<file path="config.mk">
export PLATFORM = sky130hd
export DESIGN_NAME = lsen_timing_gen
export DESIGN_NICKNAME = d
export VERILOG_FILES = /design/src/rtl/lsen_pkg.sv /design/src/rtl/lsen_cfg_latch.sv /design/src/rtl/lsen_phase_seq.sv /design/src/rtl/lsen_eos_mon.sv /design/src/rtl/lsen_timing_gen.sv
export SDC_FILE = /design/constraint.sdc
export NUM_CORES = 1
export LEC_CHECK = 0
export ABC_AREA = 1
export BUFFER_PORTS_ARGS = -buffer_cell sky130_fd_sc_hd__buf_2
export CORE_MARGIN = 3
export CORE_UTILIZATION = 60
export CTS_CLUSTER_DIAMETER = 50
export DETAILED_ROUTE_END_ITERATION = 8
export GPL_TIMING_DRIVEN = 0
export HOLD_SLACK_MARGIN = 0.1
export PLACE_DENSITY = 0.78
export RECOVER_POWER = 50
export SLEW_MARGIN = 20
export SYNTH_ARGS = -nofsm -noshare
export SYNTH_HDL_FRONTEND = slang
export SYNTH_SLANG_ARGS = --single-unit
</file>
<file path="constraint.sdc">
create_clock -name clk -period 9.9 [get_ports clk]
set_input_delay 0.495 -clock clk [delete_from_list [all_inputs] [get_ports clk]]
set_output_delay 0.495 -clock clk [all_outputs]
set_load 0.005 [all_outputs]
</file>
<file path="src/rtl/lsen_pkg.sv">
package lsen_pkg;
  typedef enum logic [2:0] {
    PH_IDLE = 3'd0,
    PH_ONE  = 3'd1,
    PH_GAP1 = 3'd2,
    PH_TWO  = 3'd3,
    PH_GAP2 = 3'd4,
    PH_TAIL = 3'd5
  } phase_e;

  localparam int TAIL_MIN = 4;

  function automatic int ceil_div(input int a, input int b);
    return (a + b - 1) / b;
  endfunction
endpackage

</file>
<file path="src/rtl/lsen_cfg_latch.sv">
module lsen_cfg_latch #(
  parameter int CLK_NS = 10,
  parameter int PIX_W  = 10,
  parameter int CNT_W  = 12,
  parameter int LINE_W = 24
) (
  input  logic              clk,
  input  logic              rst,
  input  logic              load,
  input  logic [PIX_W-1:0]  raw_pix,
  input  logic [CNT_W-1:0]  raw_hi,
  input  logic [CNT_W-1:0]  raw_gap,
  input  logic [CNT_W-1:0]  raw_dly,
  input  logic [LINE_W-1:0] raw_period,
  output logic [PIX_W-1:0]  lat_pix,
  output logic [CNT_W-1:0]  lat_hi,
  output logic [CNT_W-1:0]  lat_gap,
  output logic [CNT_W-1:0]  lat_dly,
  output logic [LINE_W-1:0] lat_period
);
  import lsen_pkg::*;

  localparam int MIN_HI  = ceil_div(200, CLK_NS);
  localparam int MIN_DLY = ceil_div(50, CLK_NS);

  logic [PIX_W-1:0]  pix_c;
  logic [CNT_W-1:0]  hi_c;
  logic [CNT_W-1:0]  dly_c;
  logic [CNT_W:0]    dly_max;
  logic [LINE_W-1:0] slot_len;
  logic [LINE_W-1:0] per_min;
  logic [LINE_W-1:0] per_c;

  always_comb begin
    pix_c   = (raw_pix == '0) ? PIX_W'(1) : raw_pix;
    hi_c    = (raw_hi < CNT_W'(MIN_HI)) ? CNT_W'(MIN_HI) : raw_hi;
    dly_max = {1'b0, hi_c} + {1'b0, raw_gap} - (CNT_W+1)'(1);
    if (raw_dly < CNT_W'(MIN_DLY))
      dly_c = CNT_W'(MIN_DLY);
    else if ({1'b0, raw_dly} > dly_max)
      dly_c = dly_max[CNT_W-1:0];
    else
      dly_c = raw_dly;
    slot_len = LINE_W'(2) * (LINE_W'(hi_c) + LINE_W'(raw_gap));
    per_min  = (LINE_W'(pix_c) + LINE_W'(2)) * slot_len + LINE_W'(TAIL_MIN);
    per_c    = (raw_period < per_min) ? per_min : raw_period;
  end

  always_ff @(posedge clk) begin
    if (rst) begin
      lat_pix    <= '0;
      lat_hi     <= '0;
      lat_gap    <= '0;
      lat_dly    <= '0;
      lat_period <= '0;
    end else if (load) begin
      lat_pix    <= pix_c;
      lat_hi     <= hi_c;
      lat_gap    <= raw_gap;
      lat_dly    <= dly_c;
      lat_period <= per_c;
    end
  end
endmodule

</file>
<file path="src/rtl/lsen_phase_seq.sv">
module lsen_phase_seq #(
  parameter int PIX_W  = 10,
  parameter int CNT_W  = 12,
  parameter int LINE_W = 24
) (
  input  logic              clk,
  input  logic              rst,
  input  logic              en,
  input  logic [PIX_W-1:0]  pix,
  input  logic [CNT_W-1:0]  hi,
  input  logic [CNT_W-1:0]  gap,
  input  logic [CNT_W-1:0]  dly,
  input  logic [LINE_W-1:0] period,
  output logic              load_o,
  output logic              ph1_o,
  output logic              ph2_o,
  output logic              st_o,
  output logic              irst_o,
  output logic              pix_valid_o,
  output logic              eos_win_o
);
  import lsen_pkg::*;

  localparam int SLOT_W = PIX_W + 1;
  localparam int ELP_W  = CNT_W + 1;

  phase_e             ph, ph_n;
  logic [CNT_W-1:0]   cnt, cnt_n;
  logic [SLOT_W-1:0]  slot, slot_n;
  logic [LINE_W-1:0]  line_cnt, line_n;
  logic [ELP_W-1:0]   elp, elp_n;
  logic               armed, armed_n;
  logic               last_slot;
  logic               ph2_fall;
  logic [SLOT_W-1:0]  eos_slot;
  logic [ELP_W-1:0]   rst_end;

  assign eos_slot  = {1'b0, pix} + SLOT_W'(1);
  assign last_slot = (slot == eos_slot);
  assign rst_end   = {1'b0, hi} + {1'b0, gap};

  // phase and slot advance
  always_comb begin
    ph_n   = ph;
    cnt_n  = cnt + CNT_W'(1);
    slot_n = slot;
    line_n = line_cnt + LINE_W'(1);
    load_o = 1'b0;
    case (ph)
      PH_IDLE: begin
        cnt_n  = '0;
        line_n = '0;
        if (en) begin
          load_o = 1'b1;
          ph_n   = PH_ONE;
          slot_n = '0;
        end
      end
      PH_ONE: if (cnt == hi - CNT_W'(1)) begin
        cnt_n = '0;
        ph_n  = (gap == '0) ? PH_TWO : PH_GAP1;
      end
      PH_GAP1: if (cnt == gap - CNT_W'(1)) begin
        cnt_n = '0;
        ph_n  = PH_TWO;
      end
      PH_TWO: if (cnt == hi - CNT_W'(1)) begin
        cnt_n = '0;
        if (gap != '0)
          ph_n = PH_GAP2;
        else if (last_slot)
          ph_n = PH_TAIL;
        else begin
          ph_n   = PH_ONE;
          slot_n = slot + SLOT_W'(1);
        end
      end
      PH_GAP2: if (cnt == gap - CNT_W'(1)) begin
        cnt_n = '0;
        if (last_slot)
          ph_n = PH_TAIL;
        else begin
          ph_n   = PH_ONE;
          slot_n = slot + SLOT_W'(1);
        end
      end
      PH_TAIL: if (line_cnt == period - LINE_W'(1)) begin
        cnt_n  = '0;
        line_n = '0;
        if (en) begin
          load_o = 1'b1;
          ph_n   = PH_ONE;
          slot_n = '0;
        end else begin
          ph_n = PH_IDLE;
        end
      end
      default: ph_n = PH_IDLE;
    endcase
  end

  // elapsed cycles since the last phase-two fall, for the integrator reset
  always_comb begin
    ph2_fall = (ph == PH_TWO) && (ph_n != PH_TWO);
    armed_n  = armed;
    if (load_o)
      armed_n = 1'b0;
    if (ph2_fall) begin
      elp_n   = '0;
      armed_n = (slot <= {1'b0, pix});
    end else if (elp == '1) begin
      elp_n = elp;
    end else begin
      elp_n = elp + ELP_W'(1);
    end
  end

  always_ff @(posedge clk) begin
    if (rst) begin
      ph          <= PH_IDLE;
      cnt         <= '0;
      slot        <= '0;
      line_cnt    <= '0;
      elp         <= '1;
      armed       <= 1'b0;
      ph1_o       <= 1'b0;
      ph2_o       <= 1'b0;
      st_o        <= 1'b0;
      irst_o      <= 1'b0;
      pix_valid_o <= 1'b0;
      eos_win_o   <= 1'b0;
    end else begin
      ph          <= ph_n;
      cnt         <= cnt_n;
      slot        <= slot_n;
      line_cnt    <= line_n;
      elp         <= elp_n;
      armed       <= armed_n;
      ph1_o       <= (ph_n == PH_ONE);
      ph2_o       <= (ph_n == PH_TWO);
      st_o        <= ((ph_n == PH_TWO) && (slot_n == '0)) ||
                     ((ph == PH_TWO) && (slot == '0) && (ph_n != PH_TWO));
      irst_o      <= armed_n && (elp_n >= {1'b0, dly}) && (elp_n < rst_end);
      pix_valid_o <= (ph_n == PH_TWO) && (ph != PH_TWO) &&
                     (slot_n != '0) && (slot_n <= {1'b0, pix});
      eos_win_o   <= (ph_n == PH_TWO) && (slot_n == eos_slot);
    end
  end
endmodule

</file>
<file path="src/rtl/lsen_eos_mon.sv">
module lsen_eos_mon #(
  parameter int SYNC_STAGES = 2
) (
  input  logic clk,
  input  logic rst,
  input  logic eos_n,
  input  logic win,
  output logic line_done_o,
  output logic eos_err_o
);
  logic [SYNC_STAGES-1:0] sync_q;
  logic [SYNC_STAGES:0]   win_q;
  logic                   seen;
  logic                   eos_low;
  logic                   win_al;
  logic                   win_end;

  assign eos_low = ~sync_q[SYNC_STAGES-1];
  assign win_al  = win_q[SYNC_STAGES-1];
  assign win_end = win_q[SYNC_STAGES] & ~win_q[SYNC_STAGES-1];

  always_ff @(posedge clk) begin
    if (rst) begin
      sync_q <= '1;
      win_q  <= '0;
    end else begin
      sync_q <= {sync_q[SYNC_STAGES-2:0], eos_n};
      win_q  <= {win_q[SYNC_STAGES-1:0], win};
    end
  end

  always_ff @(posedge clk) begin
    if (rst) begin
      seen        <= 1'b0;
      line_done_o <= 1'b0;
      eos_err_o   <= 1'b0;
    end else if (win_end) begin
      seen        <= 1'b0;
      line_done_o <= 1'b1;
      eos_err_o   <= ~seen;
    end else begin
      seen        <= seen | (win_al & eos_low);
      line_done_o <= 1'b0;
      eos_err_o   <= 1'b0;
    end
  end
endmodule

</file>
<file path="src/rtl/lsen_timing_gen.sv">
module lsen_timing_gen #(
  parameter int CLK_NS = 10,
  parameter int PIX_W  = 10,
  parameter int CNT_W  = 12,
  parameter int LINE_W = 24
) (
  input  logic              clk,
  input  logic              rst,
  input  logic              en,
  input  logic [PIX_W-1:0]  cfg_pixels,
  input  logic [CNT_W-1:0]  cfg_phase_hi,
  input  logic [CNT_W-1:0]  cfg_gap,
  input  logic [CNT_W-1:0]  cfg_rst_dly,
  input  logic [LINE_W-1:0] cfg_line_period,
  input  logic              eos_n,
  output logic              st_o,
  output logic              ph1_o,
  output logic              ph2_o,
  output logic              irst_o,
  output logic              pix_valid_o,
  output logic              line_done_o,
  output logic              eos_err_o
);
  logic              load;
  logic              eos_win;
  logic [PIX_W-1:0]  lat_pix;
  logic [CNT_W-1:0]  lat_hi;
  logic [CNT_W-1:0]  lat_gap;
  logic [CNT_W-1:0]  lat_dly;
  logic [LINE_W-1:0] lat_period;

  lsen_cfg_latch #(
    .CLK_NS(CLK_NS), .PIX_W(PIX_W), .CNT_W(CNT_W), .LINE_W(LINE_W)
  ) u_cfg (
    .clk(clk), .rst(rst), .load(load),
    .raw_pix(cfg_pixels), .raw_hi(cfg_phase_hi), .raw_gap(cfg_gap),
    .raw_dly(cfg_rst_dly), .raw_period(cfg_line_period),
    .lat_pix(lat_pix), .lat_hi(lat_hi), .lat_gap(lat_gap),
    .lat_dly(lat_dly), .lat_period(lat_period)
  );

  lsen_phase_seq #(
    .PIX_W(PIX_W), .CNT_W(CNT_W), .LINE_W(LINE_W)
  ) u_seq (
    .clk(clk), .rst(rst), .en(en),
    .pix(lat_pix), .hi(lat_hi), .gap(lat_gap), .dly(lat_dly), .period(lat_period),
    .load_o(load), .ph1_o(ph1_o), .ph2_o(ph2_o), .st_o(st_o),
    .irst_o(irst_o), .pix_valid_o(pix_valid_o), .eos_win_o(eos_win)
  );

  lsen_eos_mon #(
    .SYNC_STAGES(2)
  ) u_eos (
    .clk(clk), .rst(rst), .eos_n(eos_n), .win(eos_win),
    .line_done_o(line_done_o), .eos_err_o(eos_err_o)
  );
endmodule

</file>
### Word-level counts from Yosys, hierarchy flattened

Cells that the tools add are included.
W data, S select, Z words.

* register bits after elaboration: 148
* input bits: 74
* output and inout bits: 7
* word-level logic and storage cells: 126

* $add $sub $neg: 14
* multiply operators: 1
* order comparisons: 8
* equality and inequality tests: 15
* muxes and demuxes: 37
* bitwise gates (word level): 7
* reductions and logical operators: 22

Operators with widths (count)
* $mux W12: 6
* $mux W11: 6
* $mux W24: 2
* $pmux W12 S4: 1
* $pmux W24 S2: 1
* $pmux W11 S4: 1
* $add A12 B12 Y13: 3
* $mux W13: 2
* $add A24 B1 Y24 const B: 1
* $add A24 B3 Y24 const B: 1
* $eq A12 B12 Y1: 2
* $eq A24 B24 Y1: 1
* $lt A24 B24 Y1: 1
* $mul A24 B23 Y23: 1
* $mux W3: 8
* $sub A12 B1 Y12 const B: 2
* $sub A24 B1 Y24 const B: 1
* $eq A11 B11 Y1: 2
* $le A11 B10 Y1: 2
* $logic_not A11 Y1: 2
* $pmux W3 S6: 1
* $add A13 B1 Y13 const B: 1
* $eq A13 B13 Y1 const B: 1
* $ge A13 B12 Y1: 1
* 27 further kinds: 54

### Depth between registers and ports, before layout

* word-level depth: 12
* mapped depth: 63
* mapped depth without buffers: 63

### Cells and area by module

A second synthesis with hierarchy kept.

* cells, all modules: 2844
* area, all modules: 18530.3 um2

Modules (own cells, without submodules)
* lsen_cfg_latch: instances 1, cells each 1548, area an instance 10527.6 um2, seq. area each 1401.3 um2
* lsen_phase_seq: instances 1, cells each 1272, area an instance 7772.5 um2, seq. area each 1401.3 um2
* lsen_eos_mon: instances 1, cells each 24, area an instance 230.2 um2, seq. area each 160.2 um2

### Worst setup path before layout

No wires, ideal clock.

* kind: input-to-reg
* start point: input port cfg_phase_hi[8]
* end point: register u_cfg.lat_period[7]
* library setup time: 0.132 ns
* arrival: 8.970 ns
* setup slack: 0.798 ns
* stages on the path: 56
* path buffers: 1
* path through: inv_1 -> nand4_1 -> nor4_1 -> o21ai_0 -> inv_1 -> nor2_1 -> ha_1 -> a21oi_1 -> nand2_1 -> nand3_1 -> nand2_1 -> nand2_1 -> nand2_1 -> a21o_1 -> nand2_1 -> nand2_1 -> a21oi_1 -> inv_1 -> [... 20 more ...] -> inv_1 -> nand2_1 -> nor3_1 -> nand4_1 -> nand2_1 -> inv_1 -> ha_1 -> nand2_1 -> inv_1 -> nand3_1 -> o221ai_1 -> a21oi_1 -> nand2_1 -> inv_1 -> clkbuf_1 -> a21oi_1 -> o21ai_0 -> a21oi_1

* longest elaborated chain between the ends: 7

RTL lines
* start: declaration: RTL line lsen_timing_gen.sv:11 `input logic [CNT_W-1:0] cfg_phase_hi,`
* $lt A12 B5 Y1: RTL line lsen_cfg_latch.sv:36 `hi_c = (raw_hi < CNT_W'(MIN_HI)) ? CNT_W'(MIN_HI) : raw_hi;`
* $mux W12 (*): RTL line lsen_cfg_latch.sv:36
* $add A12 B12 Y13 (*): RTL line lsen_cfg_latch.sv:44 `slot_len = LINE_W'(2) * (LINE_W'(hi_c) + LINE_W'(raw_gap));`
* $mul A24 B23 Y23 (*): RTL line lsen_cfg_latch.sv:45 `per_min = (LINE_W'(pix_c) + LINE_W'(2)) * slot_len + LINE_W'(TAIL_MIN);`
* $add A24 B3 Y24 (*): RTL line lsen_cfg_latch.sv:45
* $lt A24 B24 Y1: RTL line lsen_cfg_latch.sv:46 `per_c = (raw_period < per_min) ? per_min : raw_period;`
* $mux W24 (*): RTL line lsen_cfg_latch.sv:46
* end signal: assignment: RTL line lsen_cfg_latch.sv:61 `lat_period <= per_c;`
* end: declaration: RTL line lsen_cfg_latch.sv:19 `output logic [LINE_W-1:0] lat_period`

Every way passes the cells marked *; elsewhere a longest branch is shown, timed or not.
A chain may end at the register's enable or synchronous reset.

### Final worst setup path

* start point: input port cfg_phase_hi[9]
* end point: register u_cfg.lat_period[14]

Same word-level chain as after synthesis.

==> results.py <==
metrics = {
    "run_status": {
        "status": "finished, final reports clean",
    },
    "global_routing": {
        "groute.usage.overall_pct": 34.16,
        "grt_start_max_net_pins": 17,
        "globalRoute.totalOverflow": 0,
        "number_of_global_route_vias_before_repair": 18760,
        "grt_pass1_wl_um": 92960,
        "antenna_found_initial": 4,
    },
    "floorplanning": {
        "die_h_um": 184.7,
        "die_x_um": 184.7,
        "initial_util_pct": 61.69,
        "std_cell_rows": 64,
        "fp.dieArea_um2": 34130,
        "core_region_area_um2": 31070,
        "design.portCount": 81,
    },
    "critical_path": {
        "critical_path.endpoint": "u_cfg.lat_period[14]$_SDFFE_PP0P_",
        "reg2reg_depth": 29,
        "cp_data_arrival_time_ns": 9.78,
        "setup.reg_to_reg.worst_slack_ns": 4.71,
        "cp.required_ns": 10.28,
        "critical_path.reg2reg.startpoint": "u_cfg.lat_period[0]$_SDFFE_PP0P_",
        "regToRegEndpoint": "u_seq.pix_valid_o$_SDFF_PP0_",
        "slowest_stage_cell_crit_path": "sky130_fd_sc_hd__fa_1",
        "setup.worst_path.start": "cfg_phase_hi[9]",
        "timing.critical_path.mode_cell": "sky130_fd_sc_hd__nand2_1",
        "endpoint_kind": "flip-flop",
        "cpPeakStageDelay_ns": 0.55,
        "setup.worst_path.class": "primary input to flip-flop",
        "setup.worst_path.start_class": "primary input",
        "crit_path_max_fanout": 10,
    },
    "route": {
        "routed_via_count": 19380,
        "wirelength_um": 58220,
        "count_of_antenna_violating_nets_left_after_detailed_routing": 0,
        "drc_errors": 0,
        "drt_pass1_iterations": 6,
        "drt_iter0_markers": 1487,
        "route.detailed.wl_per_inst_um": 17.08,
        "viasPerCell": 5.684,
    },
    "clock_tree": {
        "clkTransAtPathRegs_ns": 0.06,
        "ctsHoldBuffers": 0,
        "clock_path_buffers": 2,
        "clk-insertion-delay-late_ns": 0.46,
        "clk_root_buffer_cell": "sky130_fd_sc_hd__clkbuf_16",
        "cts_made_buffers": 17,
        "clkSinkCount": 148,
        "cts_tree": "built",
        "ctsHtreeMaxLevel": 4,
    },
    "logic_synthesis": {
        "fraction_of_registers_with_async_set_or_reset_after_synthesis_pct": 0,
        "synth_common_cells": "sky130_fd_sc_hd__nand2_1, sky130_fd_sc_hd__inv_1, sky130_fd_sc_hd__nor2_1",
        "synth_fp_nets": 3266,
        "multiplexer_share_of_the_synthesized_area_pct": 0,
        "yosysWarnings": 0,
        "syn_inst": 2888,
        "synth-xor-area-share_pct": 6.032,
        "post_synth.cell_area_avg_um2": 6.637,
        "synth_simple_gate_area_share_pct": 31.52,
        "post_synth_num_cell_types": 64,
        "yosys_top_cell_area_share_pct": 15.46,
        "synth_edf_count": 0,
        "synth-compound-area-share_pct": 11.53,
        "yosysSeqAreaShare_pct": 15.46,
        "synthesized_area_fraction_occupied_by_adder_cells_pct": 23.76,
        "cell_area_synth_um2": 19170,
        "yosysMostFrequentCell": "sky130_fd_sc_hd__nand2_1",
        "register_bit_total_from_synthesis": 148,
        "top_reg_cell_synth": "sky130_fd_sc_hd__dfxtp_1",
        "post-synth-top-area-cell": "sky130_fd_sc_hd__dfxtp_1",
        "ys_top_cells_by_area": "sky130_fd_sc_hd__dfxtp_1, sky130_fd_sc_hd__ha_1, sky130_fd_sc_hd__nand2_1",
        "synth_top_family_by_area": "simple AND/OR/NAND/NOR gates",
    },
    "sta": {
        "achievable-frequency_ghz": 0.1064,
        "timing_worst_slew_pin_value_ns": 1.148,
        "setup_viol": 0,
        "slew_headroom_pct": 23.23,
        "timing.final.max_slew_violations": 0,
        "layout_min_cycle_time_ns": 9.400,
        "hold_viol_final": 0,
        "min_period_over_period_pct": 94.95,
        "skew_ns": 0.01968,
    },
    "place": {
        "finalWeightedCongestion": 1.012,
        "detailedPlacementHpwl_um": 47530,
        "placedInstanceArea_um2": 20050,
        "io_buffer_count": 78,
    },
    "job": {
        "drv.max_cap_violation_count": 0,
    },
    "layout": {
        "drive_gt1_share_pct": 10.99,
        "area_of_all_placed_cells_without_fillers_um2": 20990,
        "area.growth.synth_to_final_pct": 9.518,
        "design.final.nets": 3377,
    },
    "hold_path": {
        "worstHoldPathType": "primary input to flip-flop",
    },
}
layout make-up:
cell class / count / area [um2]
diodes: 1 / 2.502
plain buffers: 70 / 305.3
clock buffers: 17 / 425.4
clock inverters: 15 / 170.2
fillers: 2826 / 10080
inverters: 515 / 1937
multi-input cells: 2155 / 14210
flip-flops and latches: 148 / 2963
well taps: 396 / 495.5
repair buffers: 92 / 486.7
flip-flops by register name, indices dropped and copies added, names as in the netlist, 11 cells and up:
name	count
u_seq.cnt	12
u_seq.line_cnt	24
u_cfg.lat_hi	12
u_cfg.lat_period	24
u_cfg.lat_gap	12
u_seq.elp	13
u_seq.slot	11
u_cfg.lat_dly	12
stage by stage:
step                hold WS [ns]  setup slack (ns)  setup TNS, ns  utilization, %  cells
floorplan                 0.3883            0.7980              0               -   2888
global placement          0.3936            -1.079         -22.93           64.54   3362
detailed placement        0.3997            -1.227         -25.87           64.54   3362
CTS                       0.2221           0.05872              0           66.66   3395
global route              0.2356           -0.1671         -2.462           67.56   3409
finish                    0.2377            0.5002              0           67.56   3409
cell families after synthesis:
logic type	after synthesis
DFF	148
xor gates and xnor gates	127
AOI/OAI and AO/OA	392
and+or+nand+nor	1332
buffers and inverters	585
adders and majority gates	304
layout by cell type, fill, tap and decap left out, drive strengths merged, types with 5 or more instances in the layout:
| cell | Yosys | final |
|---|---|---|
| a211oi | 8 | 8 |
| a21o | 5 | 5 |
| a21oi | 184 | 184 |
| a31oi | 8 | 8 |
| buf | 23 | 105 |
| clkbuf | 47 | 74 |
| clkinv | 14 | 17 |
| dfxtp | 148 | 148 |
| fa | 100 | 100 |
| ha | 204 | 204 |
| inv | 501 | 507 |
| nand2 | 629 | 629 |
| nand3 | 189 | 189 |
| nand3b | 15 | 15 |
| nand4 | 67 | 67 |
| nor2 | 347 | 347 |
| nor3 | 44 | 44 |
| nor4 | 15 | 15 |
| o211ai | 23 | 23 |
| o21a | 5 | 5 |
| o21ai | 131 | 131 |
| o21bai | 9 | 9 |
| or2 | 18 | 18 |
| xnor2 | 45 | 45 |
| xor2 | 81 | 81 |
what timing repair did:
item | 4_1_cts | 5_1_grt
gates resized for setup | 17 | 68
endpoints found under the setup margin | 24 | 24
pin swaps | 1 | 28
buffers inserted | 1 | 13
routing by layer:
metal	share of wire [%]	vias to the layer above	GRT usage (%)
met3	8.5	138	7.223
met2	47	787	58.93
met4	2.9	6	10.17
met1	41	9011	43.10
li1	-	9436	-
met5	0.069	-	0
worst min path at each step:
| stage | endpoint | from | depth (start not counted) | slack, ns |
|---|---|---|---|---|
| final | u_eos.sync_q[0]$_SDFF_PP1_ | eos_n | 2 | 0.24 |
| after global routing | u_eos.sync_q[0]$_SDFF_PP1_ | eos_n | 2 | 0.24 |
| after global placement | u_eos.sync_q[1]$_SDFF_PP1_ | u_eos.sync_q[0]$_SDFF_PP1_ | 1 | 0.39 |
| after floorplan | u_eos.win_q[0]$_SDFF_PP0_ | u_seq.eos_win_o$_SDFF_PP0_ | 2 | 0.39 |
| after detailed placement | u_eos.win_q[1]$_SDFF_PP0_ | u_eos.win_q[0]$_SDFF_PP0_ | 2 | 0.40 |
| after CTS | u_eos.sync_q[0]$_SDFF_PP1_ | eos_n | 2 | 0.22 |
worst max-delay path, delay by kind of cell:
kind,cells,cell delay [ns]
xor gates and xnor gates,1,0.18
AOI/OAI and AO/OA,10,1.44
and+or+nand+nor,29,2.99
adders and majority gates,8,3.50
buffers and inverters,13,1.15
Power is left out: the tool's default activity adds up to more than one toggle a clock period on the data nets, which glitch-free logic cannot reach.
